**src/rtl/bsx_pkg.sv**
```systemverilog
package bsx_pkg;
  localparam int WORD_W = 16;
  localparam int LONG_W = 2 * WORD_W;
  localparam int BIT_W  = $clog2(WORD_W);
  localparam int POS_W  = BIT_W + 1;
  localparam int LEN_W  = BIT_W + 1;

  typedef enum logic [2:0] {
    ST_IDLE,
    ST_ISSUE,
    ST_CAPTURE,
    ST_SWAP,
    ST_SHIFT
  } bsx_state_e;

  // Cut a field out of an ordered pair {first, second}.
  function automatic logic [WORD_W-1:0] bsx_cut(
    input logic [LONG_W-1:0] pair,
    input logic [BIT_W-1:0]  pos,
    input logic [LEN_W-1:0]  len,
    input logic              lsb_first
  );
    logic [LONG_W-1:0] t;
    logic [WORD_W:0]   m;
    logic [WORD_W-1:0] r;
    if (!lsb_first) begin
      t = pair << pos;
      r = t[LONG_W-1 -: WORD_W] >> (WORD_W - int'(len));
    end else begin
      t = {pair[WORD_W-1:0], pair[LONG_W-1 -: WORD_W]} >> pos;
      m = ({{WORD_W{1'b0}}, 1'b1} << len) - 1'b1;
      r = t[WORD_W-1:0] & m[WORD_W-1:0];
    end
    return r;
  endfunction

  // Bit position plus length; the top bit is the word carry.
  function automatic logic [POS_W-1:0] bsx_step(
    input logic [BIT_W-1:0] pos,
    input logic [LEN_W-1:0] len
  );
    return {1'b0, pos} + len;
  endfunction
endpackage

```
**src/rtl/bsx_ctrl.sv**
```systemverilog
module bsx_ctrl
  import bsx_pkg::*;
(
  input  logic             clk,
  input  logic             rst_n,
  input  logic             req_valid,
  input  logic [LEN_W-1:0] req_len,
  input  logic             req_lsb_first,
  input  logic             seek_valid,
  input  logic             odd_word,
  output logic             busy,
  output logic             accept,
  output logic             seek_apply,
  output logic             capture,
  output logic             reorder,
  output logic             finish,
  output logic [LEN_W-1:0] len_q,
  output logic             lsb_q
);
  bsx_state_e state_q, state_d;
  logic idle;

  assign idle       = (state_q == ST_IDLE);
  assign busy       = !idle;
  assign seek_apply = idle && seek_valid;
  assign accept     = idle && req_valid && !seek_valid;
  assign capture    = (state_q == ST_CAPTURE);
  assign reorder    = (state_q == ST_SWAP);
  assign finish     = (state_q == ST_SHIFT);

  always_comb begin
    state_d = state_q;
    unique case (state_q)
      ST_IDLE:    if (accept) state_d = ST_ISSUE;
      ST_ISSUE:   state_d = ST_CAPTURE;
      ST_CAPTURE: state_d = odd_word ? ST_SWAP : ST_SHIFT;
      ST_SWAP:    state_d = ST_SHIFT;
      ST_SHIFT:   state_d = ST_IDLE;
      default:    state_d = ST_IDLE;
    endcase
  end

  always_ff @(posedge clk or negedge rst_n) begin
    if (!rst_n) begin
      state_q <= ST_IDLE;
      len_q   <= '0;
      lsb_q   <= 1'b0;
    end else begin
      state_q <= state_d;
      if (accept) begin
        len_q <= req_len;
        lsb_q <= req_lsb_first;
      end
    end
  end

  assert_busy_hold_R8: assert property (@(posedge clk) disable iff (!rst_n)
    (busy && !finish) |=> busy);
  assert_events_exclusive_R7: assert property (@(posedge clk) disable iff (!rst_n)
    $onehot0({accept, seek_apply, capture, reorder, finish}));
  assert_swap_only_odd_R7: assert property (@(posedge clk) disable iff (!rst_n)
    reorder |-> odd_word);
  assert_request_ignored_R10: assert property (@(posedge clk) disable iff (!rst_n)
    busy |=> ($stable(len_q) && $stable(lsb_q)));
endmodule

```
**src/rtl/bsx_ptr.sv**
```systemverilog
module bsx_ptr
  import bsx_pkg::*;
#(
  parameter int WP_W = 7
) (
  input  logic             clk,
  input  logic             rst_n,
  input  logic             seek_apply,
  input  logic [WP_W-1:0]  seek_word,
  input  logic [BIT_W-1:0] seek_bit,
  input  logic             finish,
  input  logic             busy,
  input  logic [LEN_W-1:0] len,
  output logic [WP_W-1:0]  word_ptr,
  output logic [POS_W-1:0] bit_ptr,
  output logic             odd_word
);
  localparam int LIN_W = WP_W + BIT_W;

  logic [WP_W-1:0]  word_q;
  logic [POS_W-1:0] bit_q;
  logic [POS_W-1:0] step;
  logic [WP_W-1:0]  carry;

  assign step     = bsx_step(bit_q[BIT_W-1:0], len);
  assign carry    = {{(WP_W-1){1'b0}}, step[BIT_W]};
  assign word_ptr = word_q;
  assign bit_ptr  = bit_q;
  assign odd_word = word_q[0];

  always_ff @(posedge clk or negedge rst_n) begin
    if (!rst_n) begin
      word_q <= '0;
      bit_q  <= '0;
    end else if (seek_apply) begin
      word_q <= seek_word;
      bit_q  <= {1'b0, seek_bit};
    end else if (finish) begin
      word_q <= word_q + carry;
      bit_q  <= {1'b0, step[BIT_W-1:0]};
    end
  end

  logic [LIN_W-1:0] lin_pos;
  logic [LIN_W-1:0] lin_len;
  assign lin_pos = {word_q, bit_q[BIT_W-1:0]};
  assign lin_len = {{(WP_W-1){1'b0}}, len};

  assert_bit_range_R9: assert property (@(posedge clk) disable iff (!rst_n)
    bit_q[BIT_W] == 1'b0);
  assert_linear_advance_R9: assert property (@(posedge clk) disable iff (!rst_n)
    finish |=> (lin_pos == $past(lin_pos) + $past(lin_len)));
  assert_hold_while_busy_R11: assert property (@(posedge clk) disable iff (!rst_n)
    (busy && !finish) |=> ($stable(word_q) && $stable(bit_q)));
endmodule

```
**src/rtl/bsx_fetch.sv**
```systemverilog
module bsx_fetch
  import bsx_pkg::*;
#(
  parameter int ADDR_W = 6,
  parameter int WP_W   = ADDR_W + 1
) (
  input  logic              clk,
  input  logic              rst_n,
  input  logic [WP_W-1:0]   word_ptr,
  input  logic              capture,
  input  logic              reorder,
  input  logic [WORD_W-1:0] bank0_rdata,
  input  logic [WORD_W-1:0] bank1_rdata,
  output logic [ADDR_W-1:0] bank0_addr,
  output logic [ADDR_W-1:0] bank1_addr,
  output logic [LONG_W-1:0] pair_q
);
  logic [ADDR_W-1:0] row;
  logic [ADDR_W-1:0] odd_inc;

  // Odd banks hold word k at k/2; the even bank holds the pair's other word.
  assign row        = word_ptr[ADDR_W:1];
  assign odd_inc    = {{(ADDR_W-1){1'b0}}, word_ptr[0]};
  assign bank1_addr = row;
  assign bank0_addr = row + odd_inc;

  always_ff @(posedge clk or negedge rst_n) begin
    if (!rst_n) begin
      pair_q <= '0;
    end else if (capture) begin
      pair_q <= {bank0_rdata, bank1_rdata};
    end else if (reorder) begin
      pair_q <= {pair_q[WORD_W-1:0], pair_q[LONG_W-1:WORD_W]};
    end
  end

  assert_swap_halves_R5: assert property (@(posedge clk) disable iff (!rst_n)
    reorder |=> (pair_q == {$past(pair_q[WORD_W-1:0]), $past(pair_q[LONG_W-1:WORD_W])}));
  assert_addr_steady_R2: assert property (@(posedge clk) disable iff (!rst_n)
    capture |-> ($stable(bank0_addr) && $stable(bank1_addr)));
endmodule

```
**src/rtl/bsx_extract.sv**
```systemverilog
module bsx_extract
  import bsx_pkg::*;
(
  input  logic              clk,
  input  logic              rst_n,
  input  logic              finish,
  input  logic [LONG_W-1:0] pair,
  input  logic [BIT_W-1:0]  pos,
  input  logic [LEN_W-1:0]  len,
  input  logic              lsb_first,
  output logic              res_valid,
  output logic [WORD_W-1:0] res_data
);
  always_ff @(posedge clk or negedge rst_n) begin
    if (!rst_n) begin
      res_valid <= 1'b0;
      res_data  <= '0;
    end else begin
      res_valid <= finish;
      if (finish) res_data <= bsx_cut(pair, pos, len, lsb_first);
    end
  end

  assert_upper_zero_R6: assert property (@(posedge clk) disable iff (!rst_n)
    res_valid |-> ((res_data >> len) == '0));
  assert_valid_pulse_R7: assert property (@(posedge clk) disable iff (!rst_n)
    res_valid |=> !res_valid);
  assert_data_hold_R12: assert property (@(posedge clk) disable iff (!rst_n)
    !finish |=> $stable(res_data));
endmodule

```
**src/rtl/bsx_reader.sv**
```systemverilog
module bsx_reader
  import bsx_pkg::*;
#(
  parameter int ADDR_W = 6,
  localparam int WP_W  = ADDR_W + 1
) (
  input  logic              clk,
  input  logic              rst_n,
  input  logic              req_valid,
  input  logic [LEN_W-1:0]  req_len,
  input  logic              req_lsb_first,
  input  logic              seek_valid,
  input  logic [WP_W-1:0]   seek_word,
  input  logic [BIT_W-1:0]  seek_bit,
  output logic [ADDR_W-1:0] bank0_addr,
  input  logic [WORD_W-1:0] bank0_rdata,
  output logic [ADDR_W-1:0] bank1_addr,
  input  logic [WORD_W-1:0] bank1_rdata,
  output logic              busy,
  output logic              res_valid,
  output logic [WORD_W-1:0] res_data,
  output logic [WP_W-1:0]   word_ptr,
  output logic [POS_W-1:0]  bit_ptr
);
  logic             accept, seek_apply, capture, reorder, finish;
  logic             odd_word, lsb_q;
  logic [LEN_W-1:0] len_q;
  logic [LONG_W-1:0] pair_q;

  bsx_ctrl u_ctrl (
    .clk(clk), .rst_n(rst_n),
    .req_valid(req_valid), .req_len(req_len), .req_lsb_first(req_lsb_first),
    .seek_valid(seek_valid), .odd_word(odd_word),
    .busy(busy), .accept(accept), .seek_apply(seek_apply),
    .capture(capture), .reorder(reorder), .finish(finish),
    .len_q(len_q), .lsb_q(lsb_q)
  );

  bsx_ptr #(.WP_W(WP_W)) u_ptr (
    .clk(clk), .rst_n(rst_n),
    .seek_apply(seek_apply), .seek_word(seek_word), .seek_bit(seek_bit),
    .finish(finish), .busy(busy), .len(len_q),
    .word_ptr(word_ptr), .bit_ptr(bit_ptr), .odd_word(odd_word)
  );

  bsx_fetch #(.ADDR_W(ADDR_W), .WP_W(WP_W)) u_fetch (
    .clk(clk), .rst_n(rst_n),
    .word_ptr(word_ptr), .capture(capture), .reorder(reorder),
    .bank0_rdata(bank0_rdata), .bank1_rdata(bank1_rdata),
    .bank0_addr(bank0_addr), .bank1_addr(bank1_addr), .pair_q(pair_q)
  );

  bsx_extract u_extract (
    .clk(clk), .rst_n(rst_n),
    .finish(finish), .pair(pair_q), .pos(bit_ptr[BIT_W-1:0]),
    .len(len_q), .lsb_first(lsb_q),
    .res_valid(res_valid), .res_data(res_data)
  );

  assert_idle_after_result_R8: assert property (@(posedge clk) disable iff (!rst_n)
    res_valid |-> !busy);
  assert_accept_starts_busy_R8: assert property (@(posedge clk) disable iff (!rst_n)
    accept |=> busy);
endmodule

```
**config.mk**
```make
export PLATFORM = sky130hd
export DESIGN_NAME = bsx_reader
export DESIGN_NICKNAME = d
export VERILOG_FILES = /design/src/rtl/bsx_pkg.sv /design/src/rtl/bsx_ctrl.sv /design/src/rtl/bsx_ptr.sv /design/src/rtl/bsx_fetch.sv /design/src/rtl/bsx_extract.sv /design/src/rtl/bsx_reader.sv
export SDC_FILE = /design/constraint.sdc
export NUM_CORES = 1
export LEC_CHECK = 0
export BUFFER_PORTS_ARGS = -buffer_cell sky130_fd_sc_hd__buf_2
export CAP_MARGIN = 10
export CORE_MARGIN = 1.5
export CORE_UTILIZATION = 64
export CTS_CLUSTER_SIZE = 25
export DETAILED_ROUTE_END_ITERATION = 12
export GPL_ROUTABILITY_DRIVEN = 0
export PLACE_DENSITY = 0.95
export SYNTH_ARGS = -nofsm -noshare
export SYNTH_HDL_FRONTEND = slang
export SYNTH_SLANG_ARGS = --single-unit
export TNS_END_PERCENT = 5
```
**constraint.sdc**
```tcl
create_clock -name clk -period 7.45 [get_ports clk]
set_clock_uncertainty 0.15 [all_clocks]
set_input_delay 0.3725 -clock clk [delete_from_list [all_inputs] [get_ports clk]]
set_output_delay 0.3725 -clock clk [all_outputs]
set_load 0.005 [all_outputs]
```
==> impl_summary.log <==
[metrics] status: complete, no violations
[metrics] kind of critical path: reg -> reg
[metrics] share of flip-flops with an asynchronous set or reset after synthesis: 1.00
[metrics] number of buffers created by CTS: 9
[metrics] cell area after synthesis: 6940 um2
[metrics] class of the tightest hold or removal check: in -> async
[metrics] Data required, critical path: ~7500 ps
[metrics] Initial DRT Pass Iterations: 7
[metrics] cell total after placement: between 800 and 900
[metrics] post-synthesis share of cell area spent on full adders, half adders and majority gates: 0.0299
[metrics] area fraction of the dominant cell type after synthesis: 0.249
[metrics] Initial Util: 0.666
[metrics] Post-synth EDFFs: 0
[metrics] clk buf depth: 2
[metrics] total clock sinks: just under 70
[metrics] dominant synthesized flop cell: sky130_fd_sc_hd__dfrtp_1
[metrics] number of max-slew violations in the final report: 0
[metrics] horizontal die dimension: 107 um
[metrics] share of synthesized cell area in and, or, nand and nor gates: 0.115
[metrics] via total after detailed routing: approximately 6400
[metrics] Via density: ~7.3
[metrics] maximum number of pins on one net before global-route repair: 70
[metrics] average wire per standard cell: between 20 and 25 um
[metrics] Remaining DRCs: 0
[metrics] TNS Setup: 0 ps
[metrics] total of max-cap violations: 0
[metrics] Post-CTS Hold Buffers: 0
[metrics] Net Count, Synth: 767
[metrics] sequential-to-total area share from yosys stat: 0.249
[metrics] final hold violations: 0
[metrics] combinational family with the most area after synthesis: multiplexers
[metrics] Worst Setup End Kind: flop
[metrics] post-synthesis register bit count: 69
[metrics] master cell of the clock root buffer: sky130_fd_sc_hd__clkbuf_8
[metrics] Worst-path clk slew: 80 ps
[metrics] number of antenna violations at the first check in global routing: 0
[metrics] fin crit period: between 3000 and 4000 ps
[metrics] CP startpoint kind: flop
[metrics] maximum clock rate: between 200 and 300 MHz
[metrics] reg2reg path depth: 12
[metrics] non-filler instance count after layout: 876
[metrics] Worst slew margin: 0.278
[metrics] Synth Area in Compound Gates: 0.164
[metrics] PostCTS Resize Cnt: 0
[metrics] multiplexer fraction of the synthesized cell area: 0.356
[metrics] worst-path maximum fanout: 49
[metrics] Detail Route Antenna Nets: 0
[metrics] Post-Synthesis Cells: ~700
[metrics] Synth area leader: sky130_fd_sc_hd__dfrtp_1
[metrics] Max H-tree Level: 3
[metrics] Final Net Count: ~800
[metrics] setup repair after global routing missed its margin: no
[metrics] count of cell types in the netlist: 70
[metrics] overall routing resource usage: 0.365
[metrics] starting DRC count in detailed routing: 793
[metrics] actual slew at the worst max-slew pin: 1080 ps
[metrics] detailed-route wire length: roughly 20000 um
[metrics] via count of the first global-routing pass: 6097
[metrics] Core Region: about 10000 um2
[metrics] layout overhead on the synthesized area: 7.01%
[metrics] leading post-synthesis cells by instance count: 77 x sky130_fd_sc_hd__nand2_1, 69 x sky130_fd_sc_hd__dfrtp_1, 69 x sky130_fd_sc_hd__mux2i_1, 62 x sky130_fd_sc_hd__mux4_2, 54 x sky130_fd_sc_hd__o21ai_0
[metrics] number of setup buffers added after CTS: 0
[metrics] placed wire-length estimate after detailed placement: 14600 um
[metrics] die footprint: roughly 11000 um2
[metrics] critical path arrival: a little over 4000 ps
[metrics] Port Buffer Count: a little over 90
[metrics] cell types occupying the most area after synthesis: sky130_fd_sc_hd__dfrtp_1 25%, sky130_fd_sc_hd__mux4_2 20%, sky130_fd_sc_hd__mux2i_1 10%
[metrics] final antenna diode count: 0
[metrics] average footprint of a synthesized cell: slightly below 10 um2
[metrics] TritonCTS clock tree: yes
[metrics] minimum hold slack: just under 50 ps
[metrics] portion of the clock cycle consumed by the worst path in the final layout: 0.532
[metrics] fraction of synthesized cell area in xor and xnor cells: 0.0240
[metrics] number of rows created at floorplan: 37
[metrics] proportion of layout cells with a drive suffix above 1: 0.292
[metrics] Yosys warning count: 0
[metrics] dominant cell by count in the synthesized netlist: sky130_fd_sc_hd__nand2_1
[metrics] total congestion overflow: 0
[metrics] Setup-failing EPs final: 0
[metrics] y dimension of the die: approximately 110 um
[metrics] clock latency of the later-clocked register in the worst-skew pair: ~360 ps
[metrics] first-pass GRT wire length: about 32000 um
[metrics] top-level I/O count: 95
==> cell usage in the layout, fill, tap and decap left out, types with 15 or more instances in the layout <==
master	n
sky130_fd_sc_hd__mux2_2	25
sky130_fd_sc_hd__o22ai_1	16
sky130_fd_sc_hd__ha_1	15
sky130_fd_sc_hd__a21oi_1	23
sky130_fd_sc_hd__nand2_1	77
sky130_fd_sc_hd__mux2i_1	69
sky130_fd_sc_hd__nand3_1	20
sky130_fd_sc_hd__mux4_2	62
sky130_fd_sc_hd__dfrtp_1	65
sky130_fd_sc_hd__buf_2	93
sky130_fd_sc_hd__o21ai_0	54
sky130_fd_sc_hd__nor2_1	39
==> worst max-delay path, stage by stage, from the launching register on <==
cell and delay (ps):
sky130_fd_sc_hd__dfrtp_2 1090, sky130_fd_sc_hd__inv_1 600, sky130_fd_sc_hd__fa_1 600, sky130_fd_sc_hd__inv_1 70, sky130_fd_sc_hd__a21o_1 110, sky130_fd_sc_hd__a21oi_1 80
sky130_fd_sc_hd__xnor2_1 160, sky130_fd_sc_hd__ha_1 190, sky130_fd_sc_hd__ha_1 200, sky130_fd_sc_hd__nand4_1 140, sky130_fd_sc_hd__nor2_1 200, sky130_fd_sc_hd__xnor2_1 130
sky130_fd_sc_hd__o21ai_0 100
==> state kept, by name (all words and copies together), names as in the netlist <==
signal and flops:
u_ctrl.len_q 5, u_ctrl.lsb_q 1, u_ptr.bit_ptr 4, u_ctrl.state_q 3, u_ptr.word_ptr 7, u_fetch.pair_q 32, u_extract.res_data 16, u_extract.res_valid 1
==> stage by stage <==
stage / util / worst slack (ps) / cell area (um2)
floorplan: - / 4320 / 6940
global placement: 0.694 / 3840 / 7230
detailed placement: 0.694 / 3570 / 7230
CTS: 0.713 / 3550 / 7430
global route: 0.713 / 3260 / 7430
finish: 0.713 / 3480 / 7430
==> cell type report <==
type,count,area (um2)
clock buffers,10,128
inverters,12,45.0
flip-flops and latches,69,1730
repair buffers,96,488
clock inverters,6,71.3
well taps,136,170
fillers,734,2990
multi-input cells,547,4790
==> layer usage <==
metal  wire (um)  global-route usage  share of wire  vias up
met5           0                   0              0        -
met4        1040               0.182          0.051        0
met3        1980              0.0565          0.098      114
met2        9880               0.604           0.49      515
met1        7360               0.465           0.36     3021
li1            -                   -              -     2745
==> path summary, 6_finish.rpt <==
check                                            start                      to  slack, ps
worst max register to register        u_ptr.bit_ptr[1]       u_ptr.word_ptr[6]       3480
max in group asynchronous                        rst_n        u_ptr.bit_ptr[0]       6430
worst min-delay path                             rst_n            u_ctrl.lsb_q         50
worst max-delay path                  u_ptr.bit_ptr[1]       u_ptr.word_ptr[6]       3480
min in group clk                          seek_word[4]       u_ptr.word_ptr[4]         80
worst min register to register  u_extract.res_data[12]  u_extract.res_data[12]        340
==> logic make-up (layout without fill, tap and decap cells) <==
family / count (synthesis) / after routing
AND/OR/NAND/NOR: 177 / 177
XOR/XNOR: 19 / 19
multiplexers: 163 / 163
buffers and inverters: 82 / 124
adder cells (fa/ha/maj): 16 / 16
flip-flops: 69 / 69
AO/OA/AOI/OAI: 171 / 171
other: 1 / 1
Power is not shown: default switching activity piles up to over one toggle a cycle in this logic, so the estimate is an artifact.
